<file path="src/rtl/rtc_pkg.sv">
`timescale 1ns/1ps
package rtc_pkg;

    typedef struct packed {
        logic [7:0] year;
        logic [7:0] month;
        logic [7:0] date;
        logic [7:0] day;
        logic [7:0] hour;
        logic [7:0] minute;
        logic [7:0] second;
        logic [7:0] century;
    } rtc_time_t;

    localparam int NREG = 8;

    function automatic logic [7:0] time_mask(input logic [2:0] idx);
        case (idx)
            3'd0:    return 8'h3F;
            3'd1:    return 8'h7F;
            3'd2:    return 8'h7F;
            3'd3:    return 8'h3F;
            3'd4:    return 8'h07;
            3'd5:    return 8'h3F;
            3'd6:    return 8'h1F;
            default: return 8'hFF;
        endcase
    endfunction

    function automatic logic [7:0] bcd_inc(input logic [7:0] v);
        if (v[3:0] == 4'd9) return {v[7:4] + 4'd1, 4'd0};
        return v + 8'd1;
    endfunction

    function automatic logic [6:0] bcd_to_bin(input logic [7:0] v);
        return 7'(v[7:4]) * 7'd10 + 7'(v[3:0]);
    endfunction

endpackage

</file>
<file path="src/rtl/rtc_bus_port.sv">
`timescale 1ns/1ps
module rtc_bus_port #(
    parameter int ADDR_W = 19
) (
    input  logic              clk,
    input  logic              rst_n,
    input  logic              ce_n,
    input  logic              oe_n,
    input  logic              we_n,
    input  logic [ADDR_W-1:0] addr,
    input  logic [7:0]        din,
    output logic              rd_en,
    output logic [2:0]        rd_idx,
    output logic              wr_commit,
    output logic [2:0]        wr_idx,
    output logic [7:0]        wr_data
);
    localparam int HI_W = ADDR_W - 3;

    typedef struct packed {
        logic              act;
        logic [ADDR_W-1:0] addr;
        logic [7:0]        data;
    } cap_t;

    cap_t cap_d, cap_q;
    logic wr_act;

    always_comb begin
        wr_act     = !ce_n && !we_n;
        cap_d      = cap_q;
        cap_d.act  = wr_act;
        if (wr_act) begin
            cap_d.addr = addr;
            cap_d.data = din;
        end
        rd_en     = !ce_n && !oe_n && we_n && (addr[ADDR_W-1:3] == {HI_W{1'b1}});
        rd_idx    = addr[2:0];
        wr_commit = cap_q.act && !wr_act && (cap_q.addr[ADDR_W-1:3] == {HI_W{1'b1}});
        wr_idx    = cap_q.addr[2:0];
        wr_data   = cap_q.data;
    end

    always_ff @(posedge clk or negedge rst_n) begin
        if (!rst_n) cap_q <= '0;
        else        cap_q <= cap_d;
    end
endmodule

</file>
<file path="src/rtl/rtc_calendar_next.sv">
`timescale 1ns/1ps
module rtc_calendar_next
    import rtc_pkg::*;
(
    input  rtc_time_t cur,
    input  logic      step,
    output rtc_time_t nxt
);
    logic [6:0] yr_bin, cen_bin;
    logic       leap;
    logic [7:0] last_date;

    always_comb begin
        yr_bin  = bcd_to_bin(cur.year);
        cen_bin = bcd_to_bin(cur.century);
        leap    = (yr_bin == 7'd0) ? (cen_bin[1:0] == 2'd0) : (yr_bin[1:0] == 2'd0);
        if (cur.month == 8'h02)
            last_date = leap ? 8'h29 : 8'h28;
        else if (cur.month == 8'h04 || cur.month == 8'h06 ||
                 cur.month == 8'h09 || cur.month == 8'h11)
            last_date = 8'h30;
        else
            last_date = 8'h31;

        nxt = cur;
        if (step) begin
            nxt.second = bcd_inc(cur.second);
            if (cur.second == 8'h59) begin
                nxt.second = 8'h00;
                nxt.minute = bcd_inc(cur.minute);
                if (cur.minute == 8'h59) begin
                    nxt.minute = 8'h00;
                    nxt.hour   = bcd_inc(cur.hour);
                    if (cur.hour == 8'h23) begin
                        nxt.hour = 8'h00;
                        nxt.day  = (cur.day == 8'h07) ? 8'h01 : bcd_inc(cur.day);
                        nxt.date = bcd_inc(cur.date);
                        if (cur.date == last_date) begin
                            nxt.date  = 8'h01;
                            nxt.month = bcd_inc(cur.month);
                            if (cur.month == 8'h12) begin
                                nxt.month = 8'h01;
                                nxt.year  = bcd_inc(cur.year);
                                if (cur.year == 8'h99) begin
                                    nxt.year    = 8'h00;
                                    nxt.century = (cur.century == 8'h39) ? 8'h00
                                                                         : bcd_inc(cur.century);
                                end
                            end
                        end
                    end
                end
            end
        end
    end
endmodule

</file>
<file path="src/rtl/rtc_regbank.sv">
`timescale 1ns/1ps
module rtc_regbank
    import rtc_pkg::*;
#(
    parameter int ADDR_W = 19
) (
    input  logic              clk,
    input  logic              rst_n,
    input  logic              tick,
    input  logic              batt_low,
    input  logic              ce_n,
    input  logic              oe_n,
    input  logic              we_n,
    input  logic [ADDR_W-1:0] addr,
    input  logic [7:0]        din,
    output logic [7:0]        dout,
    output logic              dout_en
);
    localparam logic [63:0] RESET_IMG = 64'h00_01_01_01_00_00_00_00;

    typedef struct packed {
        logic [NREG-1:0][7:0] cnt;
        logic [NREG-1:0][7:0] img;
    } bank_t;

    bank_t      st_d, st_q;
    logic       rd_en, wr_commit;
    logic [2:0] rd_idx, wr_idx;
    logic [7:0] wr_data;
    logic       set_hold, read_hold, osc_stop, step;
    rtc_time_t  cur_time, adv_time;

    rtc_bus_port #(.ADDR_W(ADDR_W)) bus_i (
        .clk(clk), .rst_n(rst_n), .ce_n(ce_n), .oe_n(oe_n), .we_n(we_n),
        .addr(addr), .din(din), .rd_en(rd_en), .rd_idx(rd_idx),
        .wr_commit(wr_commit), .wr_idx(wr_idx), .wr_data(wr_data)
    );

    assign cur_time = st_q.cnt;

    rtc_calendar_next cal_i (.cur(cur_time), .step(step), .nxt(adv_time));

    always_comb begin
        set_hold  = st_q.img[0][7];
        read_hold = st_q.img[0][6];
        osc_stop  = st_q.img[1][7];
        step      = tick && !osc_stop && !set_hold;

        st_d     = st_q;
        st_d.cnt = set_hold ? st_q.cnt : adv_time;
        if (wr_commit) begin
            st_d.img[wr_idx] = wr_data;
            if (!set_hold)
                st_d.cnt[wr_idx] = wr_data & time_mask(wr_idx);
            else if (wr_idx == 3'd0 && !wr_data[7])
                for (int i = 0; i < NREG; i++)
                    st_d.cnt[i] = st_d.img[i] & time_mask(3'(i));
        end
        if (!set_hold && !read_hold)
            for (int i = 0; i < NREG; i++)
                st_d.img[i] = (st_d.img[i] & ~time_mask(3'(i))) | st_d.cnt[i];

        dout_en = rd_en;
        dout    = 8'h00;
        if (rd_en) begin
            dout = st_q.img[rd_idx];
            if (rd_idx == 3'd4) dout[7] = batt_low;
        end
    end

    always_ff @(posedge clk or negedge rst_n) begin
        if (!rst_n) begin
            st_q.cnt <= RESET_IMG;
            st_q.img <= RESET_IMG;
        end else begin
            st_q <= st_d;
        end
    end
endmodule

</file>
<file path="config.mk">
export PLATFORM = sky130hd
export DESIGN_NAME = rtc_regbank
export DESIGN_NICKNAME = d
export VERILOG_FILES = /design/src/rtl/rtc_pkg.sv /design/src/rtl/rtc_bus_port.sv /design/src/rtl/rtc_calendar_next.sv /design/src/rtl/rtc_regbank.sv
export SDC_FILE = /design/constraint.sdc
export NUM_CORES = 1
export LEC_CHECK = 0
export ABC_AREA = 1
export BUFFER_PORTS_ARGS = -buffer_cell sky130_fd_sc_hd__buf_2
export CAP_MARGIN = 20
export CORE_MARGIN = 2
export CORE_UTILIZATION = 34
export DETAILED_ROUTE_END_ITERATION = 10
export PLACE_DENSITY_LB_ADDON = 0.2
export SLEW_MARGIN = 20
export SYNTH_ARGS = -nofsm -noshare
export SYNTH_HDL_FRONTEND = slang
export SYNTH_SLANG_ARGS = --single-unit
</file>
<file path="constraint.sdc">
create_clock -name clk -period 3.8 [get_ports clk]
set_input_delay 0.38 -clock clk [delete_from_list [all_inputs] [get_ports clk]]
set_output_delay 0.38 -clock clk [all_outputs]
set_load 0.05 [all_outputs]
</file>
[Word level (Yosys, flattened, before mapping)]
Cells that the tools add are included.
Word-level totals
  input port bits: 34
  bits in registers: 156
Cells by class
  eq/ne operators: 30
  magnitude comparators: 3
  reduce and logical (&&, ||, !) cells: 28
  $mul: 2
  $add $sub $neg: 18
  mux-type cells: 110
  bitwise gates (word level): 30
Operator list (count)
  8-bit two-way mux: 50
  64-bit two-way mux: 6
  8-bit bitwise AND: 17
  64-bit bitwise mux: 2
  128-bit two-way mux: 1
  8-bit by 1-bit adder with 8-bit output (second input constant): 8
  8-bit bitwise OR: 8
  48-bit two-way mux: 1
  1-bit two-way mux: 44
  40-bit two-way mux: 1
  8-bit inverter: 5
  4-bit by 1-bit adder with 4-bit output (second input constant): 8
  16-bit == test (second input constant): 2
  4-bit == test (second input constant): 8
  8-bit one-hot mux with 4 select lines: 1
  8-bit binary-select mux with 3-bit select: 1
  8-bit demux with 3-bit select: 1
  8-bit by 3-bit == test with 1-bit output (second input constant): 3
  24-bit two-way mux: 1
  8-bit by 5-bit == test with 1-bit output (second input constant): 2
  8-bit by 6-bit == test with 1-bit output (second input constant): 2
  8-bit by 7-bit == test with 1-bit output (second input constant): 2
  16-bit two-way mux: 1
  3-bit == test (second input constant): 4
  other kinds (20): 42

[Depth between registers and ports, before layout]
  depth in word-level cells: 28
  depth in mapped cells: 27
  gate-level depth less buffers: 27

[Cells and area by module]
Synthesis repeated with hierarchy kept, for this count alone.
Unflattened totals
  cells, all modules: 1927
  area total of the unflattened synthesis: 12458.2 um^2
Modules (own cells, without submodules)
  rtc_regbank: area each 8353.0 um^2, cells each 1246, times used 1
  rtc_calendar_next: area each 2801.4 um^2, cells each 517, times used 1
  rtc_bus_port: area each 1303.8 um^2, cells each 164, times used 1

[Least setup slack after synthesis]
OpenSTA, ideal clock, no wires.
  kind: input-to-output
  from: input ce_n
  to: output dout[3]
  data required time: 3.420 ns
  cell stages on the path: 5
  setup slack: 0.607 ns
  data arrival time: 2.813 ns
  path buffers: 0
  cells stage by stage: nor4_1 > nand4_1 > nor4_2 > o21ai_0 > nor2_1
Between the ends
  cells in the longest elaborated chain, start to end: 5
RTL lines
  start, declared: line rtc_regbank.sv:11  | input logic ce_n,
  1-bit zero test: line rtc_bus_port.sv:37  | rd_en = !ce_n && !oe_n && we_n && (addr[ADDR_W-1:3] == {HI_W{1'b1}});
  1-bit logical AND (3 in a row): line rtc_bus_port.sv:37
  via dout_en: line rtc_regbank.sv:17  | output logic dout_en
  8-bit two-way mux: line rtc_regbank.sv:65  | if (rd_en) begin
  end, declared: line rtc_regbank.sv:16  | output logic [7:0] dout,
The timed path passes the listed nets, and every way through them passes these cells.

==> results by group <==
Synthesis
  – Synthesized area: approximately 11000 um2
  – EDFF count, synth: 0
  – Ys Warns: 0
  – Synth top area cells: dfrtp_1 (35%), nand2_1 (13%), o21ai_0 (7.2%)
  – Most common cell in the netlist: nand2_1
  – Syn nets: 1579
  – Mapped Cells: ~1500
  – Syn avg cell area: roughly 7.1 um2
  – Top cell type's share of synthesized area: about a third
  – Most frequent cells after synthesis: nand2_1 (357), inv_1 (200), o21ai_0 (154), dfrtp_1 (149), nor2_1 (110)
  – Sequential cell area fraction in the yosys report: between 30% and 40%
  – Post-synth top area cell: dfrtp_1
  – Asr flop ratio synth: 100%
  – #FFs+latches synth: approximately 160
  – Prevailing post-synth register cell: dfrtp_1
  – Post-synthesis cell type count: 58

Timing
  – Setup-failing EPs final: 0
  – Final worst path period need: between 3 and 4 ns
  – Max-slew headroom: about two fifths
  – Final setup TNS: 0 ns
  – RSZ-0062 raised after global routing: no
  – Skew final: between 0.01 and 0.015 ns
  – Worst Tran Pin Value: roughly 0.93 ns
  – Max Clock Freq: just over 0.3 GHz
  – Final worst-path cycle share: a little under nine tenths
  – WHS: about 0.017 ns
  – Hold Vio Cnt, Final: 0
  – Fin. max-slew vios: 0

Floorplanning
  – Area of the core: 30800 um2
  – Initial Utilization: 34.7%
  – DIE AREA: roughly 33000 um2
  – Cell Rows: 64
  – Num ports: 43
  – DIE HEIGHT: 181 um
  – Die W: approximately 180 um

GRT
  – Gr usage total: between 20% and 30%
  – GRT met2 Usage: between 30 and 40%
  – First-pass GRT wire length: 62000 um
  – Gr ovfl total: 0
  – M1 GR Usage: approximately 34%
  – Vias in the first global route: between 10000 and 15000
  – Pin count of the biggest net entering global routing: a little over 90
  – Routing usage on met3: slightly below 4%
  – Top Usage Layer GRT: met2
  – Initial antenna violation count: 1

Clock network
  – CTS tree: done
  – Clock transition at the registers of the reported paths: ~0.08 ns
  – Total setup buffers inserted after CTS: 0
  – CTS sink count: 155
  – Maximum root-to-sink buffer count: 2
  – Inserted Clock Buffers: 17
  – H-tree Lvls: 4
  – Clk_lat worst skew: between 0.4 and 0.5 ns
  – CTS root buf: clkbuf_16
  – CTS resizes: 0
  – CTS Hold Bufs: 0

Worst hold path
  – Hold Path Class: input port to async pin

Placed design
  – Detailed Place HPWL: about 28000 um
  – IO Port Bufs: 42
  – DP Area: about 11000 um2
  – Global placer's final weighted congestion: 0.959

Route
  – First DRT Iteration DRCs: 1157
  – DRT antenna net count: 0
  – DR DRC count: 0
  – Final wirelength: between 30000 and 40000 um
  – Routed len/inst: slightly above 20 um
  – Vias: 10915
  – Post-DR vias/cell: 5.59
  – DRT Pass-1 Iters: 6

Final layout
  – # fillers: between 3000 and 4000
  – # diodes: 0
  – Area growth, synth to finish: 12.7%
  – Final instance area: roughly 12000 um2
  – Layout cells sized above 1: between 10% and 20%
  – Final net count: 1615

Power and ir drop
  – Peak VDD IR: between 0.0002 and 0.00025 V
  – Leakage: 5.78 nW
  – PwrDens: between 300 and 400 nW/um2

Outcome
  – Status: completed

Setup path
  – CP arrival: approximately 3.6 ns
  – Startpoint types: flip-flop
  – Endpoint class of the critical path: flip-flop
  – CP Class: flip-flop to flip-flop
  – CP Max Fanout: 8
  – Worst EP required: between 4 and 5 ns

Flow run
  – Max-cap viol count: 0
[routing by layer]
metal | up-vias | part of all wire [%]
met5 | - | 0.038
met4 | 2 | 3.9
met3 | 93 | 7.9
met2 | 540 | 43
met1 | 5130 | 45
li1 | 5150 | -
[area by class of cell]
class	instances	area [um2]	area share [%]
clock buffer	17	425	3.52
clock inverter	15	205	1.70
inverter	219	822	6.81
multi-input combinational	1080	5790	48.0
sequential	155	3890	32.2
tap	396	495	4.10
timing repair buffer	71	447	3.70
[kinds of logic (layout without fill, tap and decap cells)]
| logic type | Yosys count | in the layout | synth area share (%) |
|---|---|---|---|
| AO/OA/AOI/OAI | 361 | 361 | 20.4 |
| XOR/XNOR | 15 | 15 | 1.23 |
| adder cells (fa/ha/maj) | 37 | 37 | 4.46 |
| buffers and inverters | 273 | 322 | 9.74 |
| flip-flops | 155 | 155 | 36.3 |
| multiplexers | 4 | 4 | 0.374 |
| AND/OR/NAND/NOR | 663 | 663 | 27.5 |
[worst paths after layout]
| check | startpoint | endpoint | slack, ns | depth (start not counted) |
|---|---|---|---|---|
| max in group asynchronous | rst_n | st_q[32] | 2.83 | 2 |
| min reg2reg | bus_i.cap_q[24] | bus_i.cap_q[24] | 0.50 | 2 |
| min in group clk | addr[17] | bus_i.cap_q[25] | 0.15 | 3 |
| min | rst_n | cur_time[22] | 0.02 | 1 |
| max | cur_time[61] | st_q[5] | 0.52 | 19 |
| max reg2reg | cur_time[61] | st_q[5] | 0.52 | 19 |
[registers in the layout, indices dropped and copies added, names as in the netlist]
name	cells
set_hold	1
cur_time	64
bus_i.wr_data	8
osc_stop	1
bus_i.cap_q	17
read_hold	1
st_q	60
bus_i.wr_idx	3
[cells in the final DEF, fill, tap and decap left out, types with 13 or more instances in the layout]
cell / n
ha_1: 35
o21ai_0: 154
nor2_1: 109
nand2_1: 357
a21oi_1: 62
dfrtp_1: 149
o22ai_1: 21
nand4_1: 25
clkbuf_16: 17
buf_4: 28
inv_2: 14
xor2_1: 13
o221ai_1: 35
nor3_1: 25
buf_2: 41
o211ai_1: 31
inv_1: 200
nand3_1: 89
[worst max-delay path, cell delays in order, from the launching register on]
cell and delay, ns:
dfrtp_1 0.43, ha_1 0.29, ha_1 0.13, inv_1 0.05
fa_1 0.56, inv_1 0.05, nand2_1 0.06, nand2_1 0.04
nor2_1 0.08, nand2_1 0.05, nand2_1 0.07, nand2_1 0.06
nand2_2 0.07, nand3_4 0.18, nor2_1 0.18, nand4_1 0.22
o21ai_0 0.31, o211ai_1 0.16, nand2_1 0.08, nand3_1 0.07
[through the flow]
stage	total power, mW	utilization (%)	cells	setup WS (ns)
after floorplan	1.96	-	1508	0.607
after global placement	2.16	37.1	1921	0.571
after detailed placement	2.16	37.1	1921	0.571
after CTS	4.04	39.2	1953	0.555
after global routing	4.16	39.2	1953	0.138
final	4.03	39.2	1953	0.523
[power by group]
part | internal, mW | total, mW | switching, mW
combinational | 0.0954 | 0.384 | 0.289
sequential | 1.69 | 1.75 | 0.0614
clock | 1.06 | 1.89 | 0.827
total | 2.85 | 4.03 | 1.18
Note: power is estimated with default switching activity, not from simulation.
